==> config.mk <==
export PLATFORM = sky130hd
export DESIGN_NAME = simt_cond_mask
export DESIGN_NICKNAME = d
export VERILOG_FILES = /design/src/rtl/simt_cm_pkg.sv /design/src/rtl/cm_stack.sv /design/src/rtl/cm_next.sv /design/src/rtl/cm_errs.sv /design/src/rtl/simt_cond_mask.sv
export SDC_FILE = /design/constraint.sdc
export NUM_CORES = 1
export LEC_CHECK = 0
export BUFFER_PORTS_ARGS = -buffer_cell sky130_fd_sc_hd__clkbuf_2
export CAP_MARGIN = 25
export CORE_ASPECT_RATIO = 1.25
export CORE_UTILIZATION = 56
export DETAILED_ROUTE_END_ITERATION = 16
export PLACE_DENSITY = 0.77
export SETUP_SLACK_MARGIN = 0.1
export SLEW_MARGIN = 20
export SYNTH_ARGS = -nofsm -noshare
export SYNTH_HDL_FRONTEND = slang
export SYNTH_SLANG_ARGS = --single-unit
==> constraint.sdc <==
create_clock -name clk -period 4.65 [get_ports clk]
set_input_delay 0 -clock clk [delete_from_list [all_inputs] [get_ports clk]]
set_output_delay 0 -clock clk [all_outputs]
set_load 0.05 [all_outputs]
==> src/rtl/simt_cm_pkg.sv <==
package simt_cm_pkg;
   typedef enum logic [1:0] {
      CM_NOP   = 2'd0,
      CM_IF    = 2'd1,
      CM_ELSE  = 2'd2,
      CM_ENDIF = 2'd3
   } cm_op_e;
endpackage

==> src/rtl/cm_stack.sv <==
module cm_stack #(
   parameter int LANES           = 8,
   parameter int DEPTH           = 4,
   parameter bit STORE_ELSE_MASK = 1'b0
) (
   input  logic             clk,
   input  logic             rst,
   input  logic             push,
   input  logic             pop,
   input  logic [LANES-1:0] push_saved,
   input  logic [LANES-1:0] push_pred,
   output logic [LANES-1:0] top_saved,
   output logic [LANES-1:0] top_else,
   output logic             full,
   output logic             empty
);
   localparam int CW = $clog2(DEPTH + 1);
   localparam int IW = (DEPTH > 1) ? $clog2(DEPTH) : 1;

   logic [CW-1:0]    cnt_q;
   logic [LANES-1:0] sav_w [DEPTH];
   logic [LANES-1:0] aux_w [DEPTH];
   logic [IW-1:0]    top_idx;

   always_ff @(posedge clk) begin
      if (rst)                 cnt_q <= '0;
      else if (push && !full)  cnt_q <= cnt_q + 1'b1;
      else if (pop && !empty)  cnt_q <= cnt_q - 1'b1;
   end

   assign full    = (cnt_q == CW'(DEPTH));
   assign empty   = (cnt_q == '0);
   assign top_idx = IW'(cnt_q - 1'b1);

   for (genvar g = 0; g < DEPTH; g++) begin : g_lvl
      logic [LANES-1:0] sav_q;
      logic [LANES-1:0] aux_q;
      always_ff @(posedge clk) begin
         if (rst) begin
            sav_q <= '0;
            aux_q <= '0;
         end else if (push && cnt_q == CW'(g)) begin
            sav_q <= push_saved;
            if (STORE_ELSE_MASK) aux_q <= push_saved & ~push_pred;
            else                 aux_q <= push_pred;
         end
      end
      assign sav_w[g] = sav_q;
      assign aux_w[g] = aux_q;
   end

   assign top_saved = empty ? '0 : sav_w[top_idx];

   if (STORE_ELSE_MASK) begin : g_pre_else
      assign top_else = empty ? '0 : aux_w[top_idx];
   end else begin : g_late_else
      assign top_else = empty ? '0 : (sav_w[top_idx] & ~aux_w[top_idx]);
   end


   depth_bound_chk: assert property (@(posedge clk) disable iff (rst)
      cnt_q <= CW'(DEPTH));

   no_push_full_chk: assert property (@(posedge clk) disable iff (rst)
      push |-> !full);

   no_pop_empty_chk: assert property (@(posedge clk) disable iff (rst)
      pop |-> !empty);
endmodule

==> src/rtl/cm_next.sv <==
module cm_next
   import simt_cm_pkg::*;
#(
   parameter int LANES = 8
) (
   input  logic             valid,
   input  cm_op_e           op,
   input  logic [LANES-1:0] pred,
   input  logic [LANES-1:0] active,
   input  logic [LANES-1:0] top_saved,
   input  logic [LANES-1:0] top_else,
   input  logic             full,
   input  logic             empty,
   output logic             push,
   output logic             pop,
   output logic             upd,
   output logic [LANES-1:0] nxt_active,
   output logic             nxt_skip,
   output logic             set_ovf,
   output logic             set_udf
);
   always_comb begin
      push       = 1'b0;
      pop        = 1'b0;
      upd        = 1'b0;
      nxt_active = active;
      nxt_skip   = 1'b0;
      set_ovf    = 1'b0;
      set_udf    = 1'b0;
      if (valid) begin
         unique case (op)
            CM_IF: begin
               if (full) set_ovf = 1'b1;
               else begin
                  push       = 1'b1;
                  upd        = 1'b1;
                  nxt_active = active & pred;
                  nxt_skip   = ((active & pred) == '0);
               end
            end
            CM_ELSE: begin
               if (empty) set_udf = 1'b1;
               else begin
                  upd        = 1'b1;
                  nxt_active = top_else;
                  nxt_skip   = (top_else == '0);
               end
            end
            CM_ENDIF: begin
               if (empty) set_udf = 1'b1;
               else begin
                  pop        = 1'b1;
                  upd        = 1'b1;
                  nxt_active = top_saved;
               end
            end
            default: ;
         endcase
      end
   end
endmodule

==> src/rtl/cm_errs.sv <==
module cm_errs (
   input  logic clk,
   input  logic rst,
   input  logic set_ovf,
   input  logic set_udf,
   output logic ovf_q,
   output logic udf_q
);
   always_ff @(posedge clk) begin
      if (rst) begin
         ovf_q <= 1'b0;
         udf_q <= 1'b0;
      end else begin
         ovf_q <= ovf_q | set_ovf;
         udf_q <= udf_q | set_udf;
      end
   end


   ovf_sticky_chk: assert property (@(posedge clk) disable iff (rst)
      ovf_q |=> ovf_q);

   udf_sticky_chk: assert property (@(posedge clk) disable iff (rst)
      udf_q |=> udf_q);
endmodule

==> src/rtl/simt_cond_mask.sv <==
module simt_cond_mask
   import simt_cm_pkg::*;
#(
   parameter int LANES           = 8,
   parameter int DEPTH           = 4,
   parameter bit STORE_ELSE_MASK = 1'b0
) (
   input  logic             clk,
   input  logic             rst,
   input  logic             valid,
   input  logic [1:0]       op,
   input  logic [LANES-1:0] pred,
   input  logic [LANES-1:0] lane_req,
   output logic [LANES-1:0] active_mask,
   output logic [LANES-1:0] lane_we,
   output logic             skip,
   output logic             ovf_err,
   output logic             underflow_err
);
   initial begin
      assert (LANES >= 1) else $error("LANES must be at least 1");
      assert (DEPTH >= 3) else $error("DEPTH must be at least 3");
   end

   cm_op_e           op_e;
   logic [LANES-1:0] active_q, nxt_active, top_saved, top_else;
   logic             skip_q, nxt_skip, upd, push, pop, full, empty;
   logic             set_ovf, set_udf;

   assign op_e = cm_op_e'(op);

   cm_stack #(.LANES(LANES), .DEPTH(DEPTH), .STORE_ELSE_MASK(STORE_ELSE_MASK)) u_stack (
      .clk(clk), .rst(rst), .push(push), .pop(pop),
      .push_saved(active_q), .push_pred(pred),
      .top_saved(top_saved), .top_else(top_else),
      .full(full), .empty(empty)
   );

   cm_next #(.LANES(LANES)) u_next (
      .valid(valid), .op(op_e), .pred(pred), .active(active_q),
      .top_saved(top_saved), .top_else(top_else),
      .full(full), .empty(empty),
      .push(push), .pop(pop), .upd(upd), .nxt_active(nxt_active),
      .nxt_skip(nxt_skip), .set_ovf(set_ovf), .set_udf(set_udf)
   );

   cm_errs u_errs (
      .clk(clk), .rst(rst), .set_ovf(set_ovf), .set_udf(set_udf),
      .ovf_q(ovf_err), .udf_q(underflow_err)
   );

   always_ff @(posedge clk) begin
      if (rst) begin
         active_q <= '1;
         skip_q   <= 1'b0;
      end else begin
         if (upd) active_q <= nxt_active;
         skip_q <= nxt_skip;
      end
   end

   assign active_mask = active_q;
   assign skip        = skip_q;
   assign lane_we     = lane_req & active_q;


   if_narrow_chk: assert property (@(posedge clk) disable iff (rst)
      (valid && op_e == CM_IF && !full) |=> ((active_q & ~$past(active_q)) == '0));

   else_inside_chk: assert property (@(posedge clk) disable iff (rst)
      (valid && op_e == CM_ELSE && !empty) |=> ((active_q & ~$past(top_saved)) == '0));

   endif_restore_chk: assert property (@(posedge clk) disable iff (rst)
      (valid && op_e == CM_ENDIF && !empty) |=> (active_q == $past(top_saved)));

   skip_dead_chk: assert property (@(posedge clk) disable iff (rst)
      skip_q |-> (active_q == '0));

   ovf_hold_chk: assert property (@(posedge clk) disable iff (rst)
      (valid && op_e == CM_IF && full) |=> (ovf_err && $stable(active_q)));

   udf_hold_chk: assert property (@(posedge clk) disable iff (rst)
      (valid && (op_e == CM_ELSE || op_e == CM_ENDIF) && empty) |=>
      (underflow_err && $stable(active_q)));

   idle_hold_chk: assert property (@(posedge clk) disable iff (rst)
      (!valid || op_e == CM_NOP) |=> $stable(active_q));
endmodule

==> reports/metrics.cfg, run 1 <==
[floorplan]
core_sq_um = 6250
rows = 32
start_util_pct = 58.5
die_area_sq_um = 6850
pin_count = 40
die_w_microns = 74.2
die_h_microns = 92.3

[synth]
yosys_warnings = 0
synth_cells = 412
async_reset_ff_share_pct = 0
synth_fp_nets = 443
yosysTopAreaCellShare_pct = 42.8
synth-edff-count = 0
ys_seq_elements = 78
syn_area_per_cell_sq_um = 8.86
yosysUniqueCellTypes = 39
yosysTopAreaCell = dfxtp_1
synthFlopType = dfxtp_1
ys_top_cells_by_area = dfxtp_1 43%, nand2_1 11%, mux4_2 9.9%
synth_seq_area_share_pct = 42.8
syn-cell-area_sq_um = 3650

[routing]
dr_wl_met2_mm = 4.48
met3_length_microns = 534
vias = 3165
drt_iter0_markers = 322
wl_met1_mm = 3.65
routed.top_layer = met4
dr.pass1.iters = 5
ant_nets = 0
vias_per_cell = 5.88
post-route-drc-count = 0
wl_per_cell_microns = 16.6
totalWireLength_mm = 8.95

[timing]
finalHoldViolCount = 0
min_period_over_period_pct = 58.6
rsz0062_at_grt = false
setup_viol = 0
worstMarginPinSlew_ns = 0.798
fmax_mhz = 367
fin_skew_ns = 0.00517
maxSlewViolCount = 0
slew_headroom_pct = 46.8
tns_ns = 0
fin_crit_ns = 2.73

[final_layout]
area_growth_pct = 14.2
nets = 479
insertedDiodeCount = 0
drive_gt1_share_pct = 17.9
post-route-util_pct = 66.8
stdcell_count = 538

[critical_path]
crit_type = flip-flop to flip-flop
cpPeakStageDelay_ns = 0.84
path_cells = buf_4 -> inv_1 -> ha_1 -> mux4_2 -> nand2b_1 -> o2111ai_1 -> o31ai_1
critPathLaunchType = flip-flop
worstPathArrival_ns = 3.00
r2r_start = u_stack.cnt_q[0]
cp_max_fo = 19
cp.required_ns = 4.93
cp-end-kind = flip-flop
crit_cells = 7
critPathSlowestCell = ha_1
critPathLaunch = u_stack.cnt_q[0]
ff2ff_path_depth = 7
path_buf_inv = 2
cp_top_family = adder cells

[worst_hold_path]
hp-class = primary input to flip-flop
hold_depth = 3
min_from = valid

[placement]
dp.cells = 514
numPortBuffers = 39
dp_hpwl_mm = 5.60
place_congestion = 0.769

[pwr]
pwr-share-comb_pct = 12.0
peakVddDrop_mv = 0.272
power_switching_share_pct = 26.6
power_density_nw_per_um2 = 345
share_seq_of_total_power_pct = 48.5
leakage_nw = 1.64
power.share.clock_pct = 39.5
p_sw_uw = 383
internal_power_mw = 1.06

[clock_tree]
cts_tree = built
h-tree-depth = 3
clk_pin_slew_ns = 0.08
clkLatencyLatePin_ns = 0.36
clock-sinks = 78
ctsResizeCount = 0
cts_made_buffers = 9
cts-root-buf = clkbuf_8
cts_buffer_depth = 2

[grt]
grt_pass1_vias = 2964
antenna_found_initial = 0
grt_remaining_overflow = 0
grt_pass1_wl_mm = 14.5
grt_max_degree = 79
grt_use_total_pct = 28.2

[run]
timing.max_cap.violations = 0

[status]
run_status = finished clean

per-stage QoR:
step           total power [mW]  hold slack (ns)  setup slack, ns  instance area (sq um)
2_1_floorplan             0.832            0.136             2.12                   3650
3_3_place_gp              0.875            0.304             1.99                   3870
3_5_place_dp              0.879            0.306             1.94                   3870
4_1_cts                    1.44           0.0129             1.92                   4170
5_1_grt                    1.49           0.0520             1.66                   4170
6_report                   1.44           0.0123             1.92                   4170
tightest hold or removal path: cells and delay by family:
kind                   cells  cell delay, ns
AO/OA/AOI/OAI              1            0.09
buffers and inverters      1            0.18
AND/OR/NAND/NOR            1            0.07
timing repair:
item	CTS	global route
hold endpoints to repair	31	0
setup buffers	0	0
hold buffers	8	0
path summary, 6_finish.rpt:
kind	to	slack, ns
max reg2reg	skip	1.92
min reg2reg	u_stack.g_lvl[0].sav_q[1]	0.46
min	u_errs.udf_q	0.01
max	skip	1.92
final cells by class:
| class | instances | area (sq um) |
|---|---|---|
| fill | 531 | 2080 |
| multi-input combinational | 298 | 1940 |
| sequential | 78 | 1560 |
| timing repair buffer | 51 | 305 |
| clock buffer | 11 | 141 |
| tap | 85 | 106 |
| clock inverter | 5 | 81.3 |
| inverter | 10 | 37.5 |
power by group through the flow:
stage,registers [mW],clock network (mW),logic [mW]
after CTS,0.698,0.574,0.172
after floorplan,0.728,0,0.104
after detailed placement,0.713,0,0.165
final,0.698,0.569,0.173
after global placement,0.713,0,0.162
after global routing,0.701,0.605,0.186
cells in the final DEF (no fill, tap or decap), types with 7 or more instances in the layout:
| cell type | instances |
|---|---|
| nand2_1 | 111 |
| dfxtp_1 | 78 |
| a21oi_1 | 50 |
| clkbuf_2 | 39 |
| nor2_1 | 24 |
| mux4_2 | 16 |
| mux2i_1 | 16 |
| and2_1 | 11 |
| inv_1 | 10 |
| ha_1 | 10 |
| clkbuf_8 | 10 |
| o21ai_0 | 9 |
| a311o_1 | 8 |
| dlygate4sd3_1 | 8 |
| nand2b_1 | 7 |
| a21boi_0 | 7 |
Yosys cell counts (2+ instances only):
cell type,instances
ha_1,10
a22oi_1,4
mux2i_1,16
nand2_1,111
a21oi_1,50
buf_2,5
mux4_2,16
a21boi_0,7
clkbuf_1,19
nand4_1,2
and2_1,11
or2_2,2
nand2b_1,7
a211oi_1,2
a311o_1,8
nor2_1,24
o21ai_0,9
dfxtp_1,78
o221ai_1,2
inv_1,10
logic make-up after synthesis:
kind of cell | count (synthesis) | synth area share (%)
AO/OA/AOI/OAI | 89 | 15.5
AND/OR/NAND/NOR | 166 | 19.6
buffers and inverters | 36 | 4.18
adder cells (fa/ha/maj) | 10 | 3.43
flip-flops | 78 | 42.8
multiplexers | 32 | 14.3
XOR/XNOR | 1 | 0.240
layer usage:
layer	global-route usage, %	up-vias
met4	15.6	0
li1	-	1491
met3	3.96	25
met2	44.7	131
met5	0	-
met1	36.5	1518
state kept, by name, summed over array words and instances (netlist names):
signal,flops
u_errs.ovf_q,1
u_stack.g_lvl.sav_q,32
u_errs.udf_q,1
u_stack.g_lvl.aux_q,32
u_stack.cnt_q,3
active_mask,8
skip,1
Power figures use the tool's default switching activity.
==> run 2, diff against run 1 <==
--- a/config.mk
+++ b/config.mk
@@ -5,12 +5,13 @@
 export SDC_FILE = /design/constraint.sdc
 export NUM_CORES = 1
 export LEC_CHECK = 0
+export ABC_AREA = 1
 export BUFFER_PORTS_ARGS = -buffer_cell sky130_fd_sc_hd__clkbuf_2
 export CAP_MARGIN = 25
 export CORE_ASPECT_RATIO = 1.25
-export CORE_UTILIZATION = 56
+export CORE_UTILIZATION = 53
 export DETAILED_ROUTE_END_ITERATION = 16
-export PLACE_DENSITY = 0.77
+export PLACE_DENSITY = 0.76
 export SETUP_SLACK_MARGIN = 0.1
 export SLEW_MARGIN = 20
 export SYNTH_ARGS = -nofsm -noshare
==> constraint.sdc (replaced) <==
create_clock -name clk -period 2.5 [get_ports clk]
set_input_delay 0 -clock clk [delete_from_list [all_inputs] [get_ports clk]]
set_output_delay 0 -clock clk [all_outputs]
set_load 0.05 [all_outputs]
==> reports/metrics.cfg, run 2 <==
[routing]
wl_per_cell_microns = 14.2  ; -15%
dr.pass1.iters = 5  ; unchanged
totalWireLength_mm = 9.98  ; +11%
post-route-drc-count = 0  ; unchanged
vias = 3813  ; +20%
ant_nets = 0  ; unchanged
vias_per_cell = 5.44  ; -7.5%
drt_iter0_markers = 251  ; -22%

[final_layout]
fin_area_sq_um = 4420  ; +6.1%
nets = 637  ; +33%
drive_gt1_share_pct = 13.9  ; -4.0 points
insertedDiodeCount = 0  ; unchanged
final_common_cell = nand2_1
final_cell_mix = 149 x nand2_1, 78 x dfxtp_1, 57 x nand3_1
area_growth_pct = 11.6

[clock_tree]
clock-sinks = 78  ; unchanged
cts_tree = built
cts-root-buf = clkbuf_8
h-tree-depth = 3  ; unchanged
cts_buffer_depth = 2  ; unchanged
cts_setup_buffers = 0  ; unchanged
clk_pin_slew_ns = 0.07  ; about the same
cts_made_buffers = 9  ; unchanged
clkLatencyLatePin_ns = 0.36  ; about the same

[synth]
yosysTopAreaCellShare_pct = 39.4  ; -3.4 points
ys_top_cells_by_area = dfxtp_1 39%, nand2_1 14%, nand3_1 7.2%
yosys_warnings = 0  ; unchanged
ys_seq_elements = 78  ; unchanged
synth_fp_nets = 602  ; +36%
synth_cells = 571  ; +39%
yosysUniqueCellTypes = 32  ; -18%
synth-edff-count = 0  ; unchanged
async_reset_ff_share_pct = 0  ; unchanged
synth_seq_area_share_pct = 39.4  ; -3.4 points
syn_area_per_cell_sq_um = 6.94  ; -22%
synthFlopType = dfxtp_1
syn-cell-area_sq_um = 3960  ; +8.6%
yosys.cell_count.top_type = nand2_1
synth_commonest_cells = 149 x nand2_1, 78 x dfxtp_1, 57 x nand3_1, 55 x a21oi_1, 54 x inv_1
yosysTopAreaCell = dfxtp_1

[placement]
numPortBuffers = 39  ; unchanged
place_ws_ns = 0.259  ; -1.68 ns
dp_hpwl_mm = 6.75  ; +20%
place_area_sq_um = 4110  ; +6.2%
place_congestion = 0.880  ; +14%

[critical_path]
path_buf_inv = 2  ; unchanged
r2r_start = u_stack.cnt_q[0]
cpPeakStageDelay_ns = 0.43  ; -0.41 ns
crit_type = flip-flop to flip-flop
critPathSlowestCell = dfxtp_1
critPathLaunchType = flip-flop
cp_top_family = simple AND/OR/NAND/NOR gates
r2r-end = u_stack.g_lvl[2].sav_q[5]
cp-end-kind = flip-flop
ff2ff_setup_slack_ns = 0.32  ; -1.61 ns
cp.required_ns = 2.78  ; -2.15 ns
cp_max_fo = 35  ; +16
path_cells = inv_8 -> ha_2 -> nand2_2 -> nand2_4 -> nor2_4 -> nand3_4 -> clkinv_2 -> o21ai_1 -> a21oi_1
worstPathArrival_ns = 2.47  ; -0.53 ns
ff2ff_path_depth = 9  ; +2

[timing]
min_period_over_period_pct = 87.3  ; +29 points
finalHoldViolCount = 0  ; unchanged
fmax_mhz = 458  ; +25%
maxSlewViolCount = 0  ; unchanged
layout_setup_ws_ns = 0.318  ; -1.61 ns
tns_ns = 0  ; unchanged
worstMarginPinSlew_ns = 0.712  ; -0.0859 ns
fin_skew_ns = 0.0111  ; +0.00594 ns
slew_headroom_pct = 52.5  ; +5.7 points
setup_viol = 0  ; unchanged
rsz0062_at_grt = false
fin_crit_ns = 2.18  ; -0.544 ns

[pwr]
peakVddDrop_mv = 0.324  ; +19%
power_density_nw_per_um2 = 651  ; +88%
finalPower_mw = 2.88  ; +100%
leakage_nw = 1.98  ; +21%

[status]
run_status = finished clean

[grt]
antenna_found_initial = 0  ; unchanged
grt_remaining_overflow = 0  ; unchanged
grt_pass1_vias = 3624  ; +22%
grt_pass1_wl_mm = 16.7  ; +16%
grt_max_degree = 40  ; -49%
grt_use_total_pct = 27.8  ; -0.40 points

[floorplan]
pin_count = 40  ; unchanged
die_w_microns = 79.4  ; +6.9%
die_area_sq_um = 7830  ; +14%
start_util_pct = 55.8  ; -2.7 points
core_sq_um = 7100  ; +14%
rows = 34  ; +6.3%
die_h_microns = 98.7  ; +7.0%

[run]
timing.max_cap.violations = 0  ; unchanged

[worst_hold_path]
hold_depth = 3  ; unchanged
min_from = pred[3]
hp-class = primary input to flip-flop
hold_end = u_stack.g_lvl[3].aux_q[3]

[run 2: cell count changes after synthesis, sizes merged, moves of 7 or more]
| cell | delta |
|---|---|
| a21boi | -9 |
| a311o | -8 |
| and2 | -11 |
| buf | +15 |
| clkbuf | -11 |
| inv | +51 |
| mux2i | -16 |
| mux4 | -16 |
| nand2 | +43 |
| nand2b | -7 |
| nand3 | +57 |
| nor2 | +27 |
| o21ai | +52 |
[run 2: tightest hold or removal path: cells and delay by family]
family          cells  cell delay, ns
simple gates        1            0.11
compound gates      1            0.06
buf+inv             1            0.15
[run 2: cells by family after synthesis]
| family | synth area share [%] |
|---|---|
| flip-flops | 39.4 |
| XOR/XNOR | 0.221 |
| AND/OR/NAND/NOR | 29.0 |
| adder cells (fa/ha/maj) | 3.16 |
| AO/OA/AOI/OAI | 16.3 |
| buffers and inverters | 11.9 |
[run 2: power by group]
part,total (mW),internal (mW),switching (mW)
combinational,0.478,0.138,0.340
clock,1.09,0.643,0.449
sequential,1.31,1.28,0.0323
[run 2: routing by layer]
metal | track usage, % | part of all wire [%] | vias up | wire length, microns
li1 | - | - | 1910 | -
met1 | 33.8 | 43 | 1752 | 4300
met2 | 47.2 | 49 | 134 | 4860
met3 | 5.46 | 5.7 | 17 | 572
met4 | 12.2 | 2.4 | 0 | 244
met5 | 0 | 0 | - | 0
[run 2: what timing repair did]
item                       CTS  global route
setup endpoints to repair    0             1
hold buffers                 8             0
hold endpoints to repair    25             0
gates resized for setup      0             1
[run 2: how the worst max path moves through the flow]
stage | end | cells after the start | start | slack, ns
finish | u_stack.g_lvl[2].sav_q[5] | 9 | u_stack.cnt_q[0] | 0.32
global route | u_stack.g_lvl[3].aux_q[5] | 6 | u_stack.cnt_q[0] | 0.19
CTS | skip | 10 | u_stack.cnt_q[0] | 0.23
detailed placement | skip | 10 | u_stack.cnt_q[0] | 0.26
global placement | skip | 10 | u_stack.cnt_q[0] | 0.32
floorplan | active_mask[5] | 14 | u_stack.cnt_q[0] | 0.64
[run 2: stage by stage]
stage	util, %	instances	hold WS [ns]
finish	62.3	701	0.0129
global route	62.3	701	0.0251
CTS	62.2	701	0.00968
detailed placement	57.8	677	0.335
global placement	57.8	677	0.333
floorplan	-	571	0.143
[run 2: cell type report]
cell class | instances | area [sq um]
Clock buffer | 13 | 169
Fill cell | 665 | 2680
Inverter | 62 | 241
Tap cell | 90 | 113
Sequential cell | 78 | 1560
Timing Repair Buffer | 54 | 340
Clock inverter | 3 | 65.1
Multi-Input combinational cell | 401 | 1930
